--- config.mk ---
export PLATFORM = sky130hd
export DESIGN_NAME = hb_deadtime_ctrl
export DESIGN_NICKNAME = d
export VERILOG_FILES = /design/src/rtl/hb_dt_pkg.sv /design/src/rtl/hb_dt_datapath.sv /design/src/rtl/hb_dt_control.sv /design/src/rtl/hb_deadtime_ctrl.sv
export SDC_FILE = /design/constraint.sdc
export NUM_CORES = 1
export LEC_CHECK = 0
export BUFFER_PORTS_ARGS = -buffer_cell sky130_fd_sc_hd__buf_2
export CORE_MARGIN = 3
export CORE_UTILIZATION = 59
export DETAILED_ROUTE_END_ITERATION = 6
export PLACE_DENSITY = 0.78
export SYNTH_ARGS = -nofsm -noshare
export SYNTH_HDL_FRONTEND = slang
export SYNTH_HIERARCHICAL = 1
export SYNTH_SLANG_ARGS = --single-unit
--- constraint.sdc ---
create_clock -name clk -period 3.5 [get_ports clk]
set_input_delay 0.35 -clock clk [delete_from_list [all_inputs] [get_ports clk]]
set_output_delay 0.35 -clock clk [all_outputs]
set_load 0.02 [all_outputs]
--- src/rtl/hb_dt_pkg.sv ---
package hb_dt_pkg;

  localparam int NCH = 2;   // channel 0 = upper, channel 1 = lower
  localparam int CH_TOP = 0;
  localparam int CH_BOT = 1;
  localparam int NSEL = 8;

  typedef struct packed {
    logic [NCH-1:0] load;   // gate of that channel falls this edge
  } dt_strobe_t;

  // dead time in nanoseconds per select code
  function automatic longint dtNs(input int sel);
    case (sel)
      1:       return 64'd900;
      2:       return 64'd1800;
      3:       return 64'd2500;
      4:       return 64'd3200;
      5:       return 64'd4000;
      6:       return 64'd5000;
      7:       return 64'd7700;
      default: return 64'd10000;
    endcase
  endfunction

  function automatic longint dtCycles(input longint clkHz, input int sel);
    longint c;
    c = (dtNs(sel) * clkHz + 64'd500_000_000) / 64'd1_000_000_000;
    if (c < 1) c = 1;
    return c;
  endfunction

  function automatic longint maxDtCycles(input longint clkHz);
    longint m;
    m = 1;
    for (int s = 0; s < NSEL; s++)
      if (dtCycles(clkHz, s) > m) m = dtCycles(clkHz, s);
    return m;
  endfunction

endpackage

--- src/rtl/hb_dt_datapath.sv ---
module hb_dt_datapath
  import hb_dt_pkg::*;
#(
  parameter longint CLK_HZ = 200_000_000
) (
  input  logic           clk,
  input  logic           rstN,
  input  logic [2:0]     dtSel,
  input  dt_strobe_t     strobe,
  output logic [NCH-1:0] busy
);

  localparam longint MAX_CYC = maxDtCycles(CLK_HZ);
  localparam int CNT_W = $clog2(MAX_CYC + 1);

  logic [CNT_W-1:0] loadLut [NSEL];

  // load value is N-1 so that the opposite gate may rise N edges after the fall
  for (genvar s = 0; s < NSEL; s++) begin : g_lut
    localparam longint CYC = dtCycles(CLK_HZ, s);
    assign loadLut[s] = CNT_W'(CYC - 1);
  end

  logic [CNT_W-1:0] loadVal;
  assign loadVal = loadLut[dtSel];

  for (genvar ch = 0; ch < NCH; ch++) begin : g_chan
    logic [CNT_W-1:0] cnt;
    always_ff @(posedge clk or negedge rstN) begin
      if (!rstN)                cnt <= '0;
      else if (strobe.load[ch]) cnt <= loadVal;
      else if (cnt != '0)       cnt <= cnt - 1'b1;
    end
    assign busy[ch] = (cnt != '0);
  end

endmodule

--- src/rtl/hb_dt_control.sv ---
module hb_dt_control
  import hb_dt_pkg::*;
(
  input  logic           clk,
  input  logic           rstN,
  input  logic           cmdTop,
  input  logic           cmdBot,
  input  logic           ilBypass,
  input  logic           faultBlock,
  input  logic [NCH-1:0] busy,
  output logic [NCH-1:0] gateQ,
  output dt_strobe_t     strobe
);

  logic [NCH-1:0] cmdOn;
  logic [NCH-1:0] gateNext;

  // only a clean high counts as on; unknown falls to the else branch
  always_comb begin
    if (cmdTop) cmdOn[CH_TOP] = 1'b1;
    else        cmdOn[CH_TOP] = 1'b0;
    if (cmdBot) cmdOn[CH_BOT] = 1'b1;
    else        cmdOn[CH_BOT] = 1'b0;
  end

  always_comb begin
    for (int i = 0; i < NCH; i++) begin
      if (faultBlock)
        gateNext[i] = 1'b0;
      else if (ilBypass)
        gateNext[i] = cmdOn[i];
      else
        gateNext[i] = cmdOn[i]
                    && !gateQ[NCH-1-i]
                    && !busy[NCH-1-i]
                    && (gateQ[i] || !cmdOn[NCH-1-i]);
    end
  end

  always_comb strobe.load = gateQ & ~gateNext;

  always_ff @(posedge clk or negedge rstN) begin
    if (!rstN) gateQ <= '0;
    else       gateQ <= gateNext;
  end

endmodule

--- src/rtl/hb_deadtime_ctrl.sv ---
module hb_deadtime_ctrl
  import hb_dt_pkg::*;
#(
  parameter longint CLK_HZ = 200_000_000
) (
  input  logic       clk,
  input  logic       rstN,
  input  logic       cmdTop,
  input  logic       cmdBot,
  input  logic [2:0] dtSel,
  input  logic       ilBypass,
  input  logic       faultBlock,
  output logic       gateTop,
  output logic       gateBot
);

  dt_strobe_t     strobe;
  logic [NCH-1:0] busy;
  logic [NCH-1:0] gateQ;

  hb_dt_control u_ctrl (
    .clk        (clk),
    .rstN       (rstN),
    .cmdTop     (cmdTop),
    .cmdBot     (cmdBot),
    .ilBypass   (ilBypass),
    .faultBlock (faultBlock),
    .busy       (busy),
    .gateQ      (gateQ),
    .strobe     (strobe)
  );

  hb_dt_datapath #(.CLK_HZ(CLK_HZ)) u_dp (
    .clk    (clk),
    .rstN   (rstN),
    .dtSel  (dtSel),
    .strobe (strobe),
    .busy   (busy)
  );

  // fault acts in the same cycle, ahead of the registers
  assign gateTop = gateQ[CH_TOP] && !faultBlock;
  assign gateBot = gateQ[CH_BOT] && !faultBlock;

endmodule

==> flow_metrics.py, run 1 <==
metrics = {
    "clock_tree": {
        "clk_pin_slew_ns": 0.13,
        "numCtsBuffers": 3,
        "clock-root-buffer": "clkbuf_4",
        "post-cts-setup-buffers": 0,
        "ctsResizeCount": 0,
        "h-tree-depth": 1,
        "cts_tree": "done",
        "clk_latency_ns": 0.31,
        "cts.sinks": 24,
        "cts_buffer_depth": 2,
        "cts-hold-fix-buffers": 0,
    },
    "route": {
        "vias": 1228,
        "met3_wirelength_um": 133,
        "top_layer": "met4",
        "drt-total-wl_um": 3050,
        "drc_errors": 0,
        "drt_iter0_drc": 27,
        "avgRoutedWirePerCell_um": 14.73,
        "drt-met1-wl_um": 1415,
        "firstDrtPassIters": 4,
        "met2_length_um": 1450,
        "ant_nets": 0,
        "vias_per_cell": 5.932,
    },
    "worst_setup_path": {
        "slowest_stage": "or4b_4",
        "slowest_delay_ns": 0.51,
        "cp.required_ns": 3.69,
        "ff2ff_setup_slack_ns": 0.67,
        "path_cells": "inv_1 -> ha_1 -> or4b_4 -> nor2_1 -> inv_1 -> nor2_1 -> nor2_1 -> o31a_1 -> a21oi_1 -> o31a_1 -> a21oi_1",
        "r2r_end": "u_dp/g_chan[1].cnt[3]",
        "cp.arrival_ns": 3.01,
        "critPathKind": "reg2reg",
        "path_max_fanout": 17,
        "startpoint_type": "flip-flop",
        "r2r_start": "u_dp/g_chan[0].cnt[0]",
        "crit_top_cell": "nor2_1",
        "reg2regPathDepth": 11,
        "end_kind": "flip-flop",
    },
    "timing": {
        "timing.final.crit_share": 0.8079,
        "rsz0062_at_grt": "false",
        "setup_viol": 0,
        "max_slew.worst_pin.slew_ns": 0.6806,
        "maxSlewHeadroom": 0.5463,
        "clock_skew_ns": 0.008964,
        "slew_violations": 0,
        "finalHoldViolations": 13,
        "holdWs_ns": -0.006368,
        "final.min_clock_period_ns": 2.828,
        "fmax_mhz": 353.7,
        "setup_tns_ns": 0,
    },
    "final_layout": {
        "drive_gt1_frac": 0.1117,
        "synthToLayoutAreaGrowth_pct": 6.063,
        "fin_nets": 198,
        "antennaDiodeCount": 0,
    },
    "pwr": {
        "p_leak_nw": 0.7555,
        "power.density_nw_per_um2": 628.4,
        "power.total_w": 0.001032,
        "ir_worst_vdd_v": 0.0004044,
    },
    "yosys": {
        "seq_area_frac_synth": 0.3880,
        "syn_inst": 171,
        "ys_warn_count": 6,
        "ys_types": 34,
        "avgSynthCellArea_sq_um": 9.051,
        "syn_nets": 189,
        "synth_area_sq_um": 1548,
        "synth.ff_latch_count": 24,
    },
    "placement": {
        "place_hpwl_um": 2294,
        "io_buffer_count": 10,
        "place_congestion": 0.8338,
    },
    "die": {
        "die_x_um": 57.22,
        "core_area_sq_um": 2340,
        "dieArea_sq_um": 3274,
        "io_pins": 11,
        "die_y_um": 57.22,
        "rows": 17,
        "start_util": 0.6615,
    },
    "global_routing": {
        "grtUsageTotal": 0.2025,
        "grt_max_degree": 25,
        "grt_pass1_wl_um": 5264,
        "grt_pass1_vias": 1221,
        "gr-total-overflow": 0,
        "antenna_found_initial": 0,
    },
    "status": {
        "status": "finished with violations",
        "violations": "negative hold slack",
    },
    "job": {
        "maxCapViolCount": 0,
    },
    "hold_path": {
        "hp-class": "in2async",
    },
}
stage by stage:
| step | std cells | instance area [sq um] | utilization | setup slack [ns] |
|---|---|---|---|---|
| 2_1_floorplan | 171 | 1548 | - | 0.9762 |
| 3_3_place_gp | 203 | 1605 | 0.6861 | 0.7605 |
| 3_5_place_dp | 203 | 1605 | 0.6861 | 0.7116 |
| 4_1_cts | 207 | 1642 | 0.7016 | 0.6854 |
| 5_1_grt | 207 | 1642 | 0.7016 | 0.4505 |
| 6_report | 207 | 1642 | 0.7016 | 0.6725 |
cells in the mapped netlist:
library cell | n | area [sq um]
o21ai_1 | 2 | 10.01
a22oi_1 | 1 | 7.510
nand2b_1 | 6 | 37.54
ha_1 | 9 | 112.6
nand3b_1 | 1 | 7.510
o21ai_0 | 7 | 35.03
xor2_1 | 5 | 43.79
nor2b_1 | 7 | 43.79
a211o_1 | 1 | 8.760
o31ai_1 | 4 | 30.03
or4b_4 | 1 | 13.76
o31ai_2 | 1 | 12.51
a211oi_1 | 2 | 15.01
dfrtp_1 | 24 | 600.6
o31a_1 | 3 | 26.28
a21oi_1 | 11 | 55.05
nand2_1 | 14 | 52.55
buf_2 | 4 | 20.02
inv_1 | 12 | 45.04
nor4_2 | 1 | 12.51
mux2i_1 | 9 | 90.09
nand3_1 | 5 | 25.02
clkbuf_1 | 2 | 7.510
a22o_1 | 3 | 26.28
nor3_1 | 8 | 40.04
or3_1 | 1 | 6.260
or4_4 | 1 | 11.26
nor2_1 | 15 | 56.30
o41ai_1 | 1 | 8.760
a21o_1 | 1 | 7.510
mux2_2 | 1 | 11.26
or2_2 | 1 | 6.260
xnor2_1 | 6 | 52.55
and4_1 | 1 | 8.760
where the power goes:
group          total [W]  internal [W]  leakage [nW]  switching [W]
Sequential      0.000511      0.000386         0.290       0.000125
Clock           0.000144     0.0000635        0.0210      0.0000808
Combinational   0.000376      0.000185         0.445       0.000191
Total            0.00103      0.000635         0.755       0.000396
worst max-delay path, delay by kind of cell, from the launching register on:
kind | cells | cell delay, ns
adder cells (fa/ha/maj) | 1 | 0.20
flip-flops | 1 | 0.43
buffers and inverters | 2 | 0.24
AO/OA/AOI/OAI | 4 | 0.84
AND/OR/NAND/NOR | 4 | 0.99
layer usage:
layer,track usage,vias up
met4,0.07285,0
met3,0.03167,6
li1,-,606
met2,0.3393,23
met5,0,-
met1,0.2650,593
flip-flops by register name (all words and copies together) (netlist names):
register and cells:
u_ctrl/gateQ 2, u_dp/g_chan.cnt 22
logic make-up after synthesis:
| kind of cell | count (synthesis) | synth area share |
|---|---|---|
| compound gates | 37 | 0.1568 |
| flops | 24 | 0.3880 |
| mux | 10 | 0.06548 |
| simple gates | 62 | 0.2078 |
| xor+xnor | 11 | 0.06225 |
| fa+ha+maj | 9 | 0.07276 |
| buf+inv | 18 | 0.04689 |
worst max path at each step:
stage | start | end | slack [ns] | cells past startpoint
after floorplan | u_dp/g_chan[0].cnt[0] | u_dp/g_chan[1].cnt[1] | 0.98 | 11
after global placement | u_dp/g_chan[0].cnt[0] | u_dp/g_chan[1].cnt[3] | 0.76 | 11
after detailed placement | u_dp/g_chan[0].cnt[0] | u_dp/g_chan[1].cnt[3] | 0.71 | 11
after CTS | u_dp/g_chan[0].cnt[0] | u_dp/g_chan[1].cnt[3] | 0.69 | 11
after global routing | u_dp/g_chan[0].cnt[0] | u_dp/g_chan[1].cnt[7] | 0.45 | 10
final | u_dp/g_chan[0].cnt[0] | u_dp/g_chan[1].cnt[3] | 0.67 | 11
layout make-up:
cell class / instances / area, sq um
flip-flops and latches: 24 / 600.6
fillers: 188 / 698.2
clock buffers: 4 / 36.28
well taps: 28 / 35.03
inverters: 12 / 45.04
repair buffers: 10 / 50.05
multi-input cells: 129 / 874.6
layout by cell type, fill, tap and decap left out, types with 6 or more instances in the layout:
cell type  Yosys  layout
dfrtp_1       24      24
nor2_1        15      15
nand2_1       14      14
inv_1         12      12
a21oi_1       11      11
buf_2          4      10
mux2i_1        9       9
ha_1           9       9
nor3_1         8       8
nor2b_1        7       7
o21ai_0        7       7
nand2b_1       6       6
xnor2_1        6       6
No activity file was read; power rests on OpenSTA's default activity.
==> inputs of run 2 (changes only) <==
- CORE_UTILIZATION: 59 -> 53
- PLACE_DENSITY: 0.78 -> 0.74
- clock period: 3.5 -> 2.5 ns (I/O delays scaled with it)
==> flow_metrics.py, run 2 (synthesis gave the netlist of run 1 again) <==
metrics = {
    "hold_path": {
        "hp-class": "in2reg",
        "min_to": "u_ctrl/gateQ[1]",
        "whs_path_depth": 2,
        "holdCritStartpoint": "faultBlock",
    },
    "timing": {
        "final.min_clock_period_ns": 2.380,
        "finalHoldViolations": 0,
        "slew_violations": 0,
        "rsz0062_at_grt": "false",
        "maxSlewHeadroom": 0.6414,
        "setup_viol": 0,
        "setup_tns_ns": 0,
        "clock_skew_ns": 0.002499,
        "timing.final.crit_share": 0.9518,
        "max_slew.worst_pin.slew_ns": 0.5379,
        "fmax_mhz": 420.2,
    },
    "global_routing": {
        "gr-total-overflow": 0,
        "grt_max_degree": 25,
        "grtUsageTotal": 0.2019,
        "antenna_found_initial": 0,
        "grt_pass1_vias": 1199,
        "grt_pass1_wl_um": 5402,
    },
    "worst_setup_path": {
        "slowest_delay_ns": 0.47,
        "path_cells": "inv_1 -> ha_4 -> or4b_4 -> nor2_2 -> inv_1 -> nor2_2 -> nor2_1 -> o31a_1 -> buf_4 -> a211o_1",
        "slowest_stage": "or4b_4",
        "r2r_end": "u_dp/g_chan[1].cnt[1]",
        "cp.arrival_ns": 2.59,
        "crit_path_start": "u_dp/g_chan[0].cnt[1]",
        "cp.required_ns": 2.71,
        "reg2regPathDepth": 10,
        "end_kind": "flip-flop",
        "critPathBufInv": 3,
        "r2r_start": "u_dp/g_chan[0].cnt[1]",
        "ff2ff_setup_slack_ns": 0.12,
        "critPathKind": "reg2reg",
        "cp_top_family": "simple AND/OR/NAND/NOR gates",
        "path_max_fanout": 6,
        "startpoint_type": "flip-flop",
    },
    "route": {
        "avgRoutedWirePerCell_um": 14.50,
        "vias_per_cell": 5.705,
        "firstDrtPassIters": 4,
        "met3_wirelength_um": 128,
        "drt-total-wl_um": 3190,
        "drt_iter0_drc": 63,
        "top_layer": "met4",
        "drt-met1-wl_um": 1570,
        "drc_errors": 0,
        "ant_nets": 0,
        "vias": 1255,
        "met2_length_um": 1459,
    },
    "clock_tree": {
        "clk_pin_slew_ns": 0.13,
        "h-tree-depth": 1,
        "cts_tree": "done",
        "clk_latency_ns": 0.31,
        "numCtsBuffers": 3,
        "clock-root-buffer": "clkbuf_4",
        "cts.sinks": 24,
        "cts_buffer_depth": 2,
    },
    "die": {
        "core_area_sq_um": 2635,
        "io_pins": 11,
        "rows": 18,
        "die_x_um": 60.04,
        "start_util": 0.5874,
        "dieArea_sq_um": 3605,
        "die_y_um": 60.04,
    },
    "final_layout": {
        "regArea_sq_um": 600.6,
        "final_common_cell": "dfrtp_1",
        "fillers": 219,
        "drive_gt1_frac": 0.1947,
        "final_cell_mix": "24 x dfrtp_1, 14 x nand2_1, 12 x nor2_1",
        "top_register": "u_dp/g_chan.cnt",
        "multiInputGateArea_sq_um": 908.4,
        "largest_reg_flops": 22,
        "final_area_sq_um": 1764,
        "synthToLayoutAreaGrowth_pct": 13.99,
        "fin_nets": 209,
        "antennaDiodeCount": 0,
        "largestRegisters": "u_dp/g_chan.cnt (22), u_ctrl/gateQ (2)",
    },
    "pwr": {
        "power.density_nw_per_um2": 856.4,
        "p_leak_nw": 0.8163,
        "ir_worst_vdd_v": 0.0005802,
    },
    "placement": {
        "place_congestion": 0.8187,
        "io_buffer_count": 10,
        "postPlaceCellArea_sq_um": 1663,
        "place_hpwl_um": 2374,
    },
    "job": {
        "maxCapViolCount": 0,
    },
    "status": {
        "status": "completed",
    },
}
[run 2: cell count changes in the layout (fill, tap and decap cells not counted), sizes merged]
cell | previous run | this run
buf | 10 | 20
dlygate4sd3 | 0 | 1
[run 2: per-stage QoR]
stage / instances / total power [W] / hold WS [ns] / worst slack, ns / utilization
after global placement: 212 / 0.001238 / 0.2612 / 0.1895 / 0.6311
after detailed placement: 212 / 0.001270 / 0.2623 / 0.09322 / 0.6311
after floorplan: 171 / 0.001103 / -0.04559 / 0.03081 / -
after CTS: 217 / 0.001483 / 0.1394 / 0.08065 / 0.6486
after global routing: 220 / 0.001639 / 0.1551 / 0.009178 / 0.6695
final: 220 / 0.001511 / 0.1687 / 0.1205 / 0.6695
[run 2: worst reg2reg max path, cell delays in order (launching register included)]
cell     delay [ns]
dfrtp_1        0.42
inv_1          0.12
ha_4           0.16
or4b_4         0.47
nor2_2         0.14
inv_1          0.07
nor2_2         0.10
nor2_1         0.05
o31a_1         0.38
buf_4          0.17
a211o_1        0.22
[run 2: area by class of cell]
cell class	count	share of cell area
clock buffers	4	0.02057
inverters	12	0.02553
multi-input cells	129	0.5149
flip-flops and latches	24	0.3404
well taps	30	0.02128
repair buffers	21	0.07731
[run 2: worst max-delay path by stage]
stage,endpoint,slack [ns],cells past startpoint
floorplan,u_dp/g_chan[1].cnt[1],0.03,11
finish,u_dp/g_chan[1].cnt[1],0.12,10
detailed placement,u_dp/g_chan[1].cnt[4],0.09,10
CTS,u_dp/g_chan[0].cnt[4],0.08,10
global route,u_dp/g_chan[1].cnt[1],0.009,10
global placement,u_dp/g_chan[1].cnt[5],0.19,10
[run 2: layer usage]
layer  vias to the layer above  track usage
met1                       602       0.2801
met4                         0      0.07595
met3                         4      0.02592
met5                         -            0
li1                        626            -
met2                        23       0.3194
[run 2: what timing repair did]
action	CTS	global route
hold buffers	1	0
buffers inserted	0	2
setup endpoints to repair	0	15
resized for setup	0	9
hold endpoints to repair	24	0
[run 2: report_power, final]
| group | switching [W] | total (W) | internal [W] |
|---|---|---|---|
| Combinational | 0.000284 | 0.000586 | 0.000301 |
| Sequential | 0.000180 | 0.000721 | 0.000541 |
| Clock | 0.000115 | 0.000204 | 0.0000889 |
| Total | 0.000580 | 0.00151 | 0.000931 |
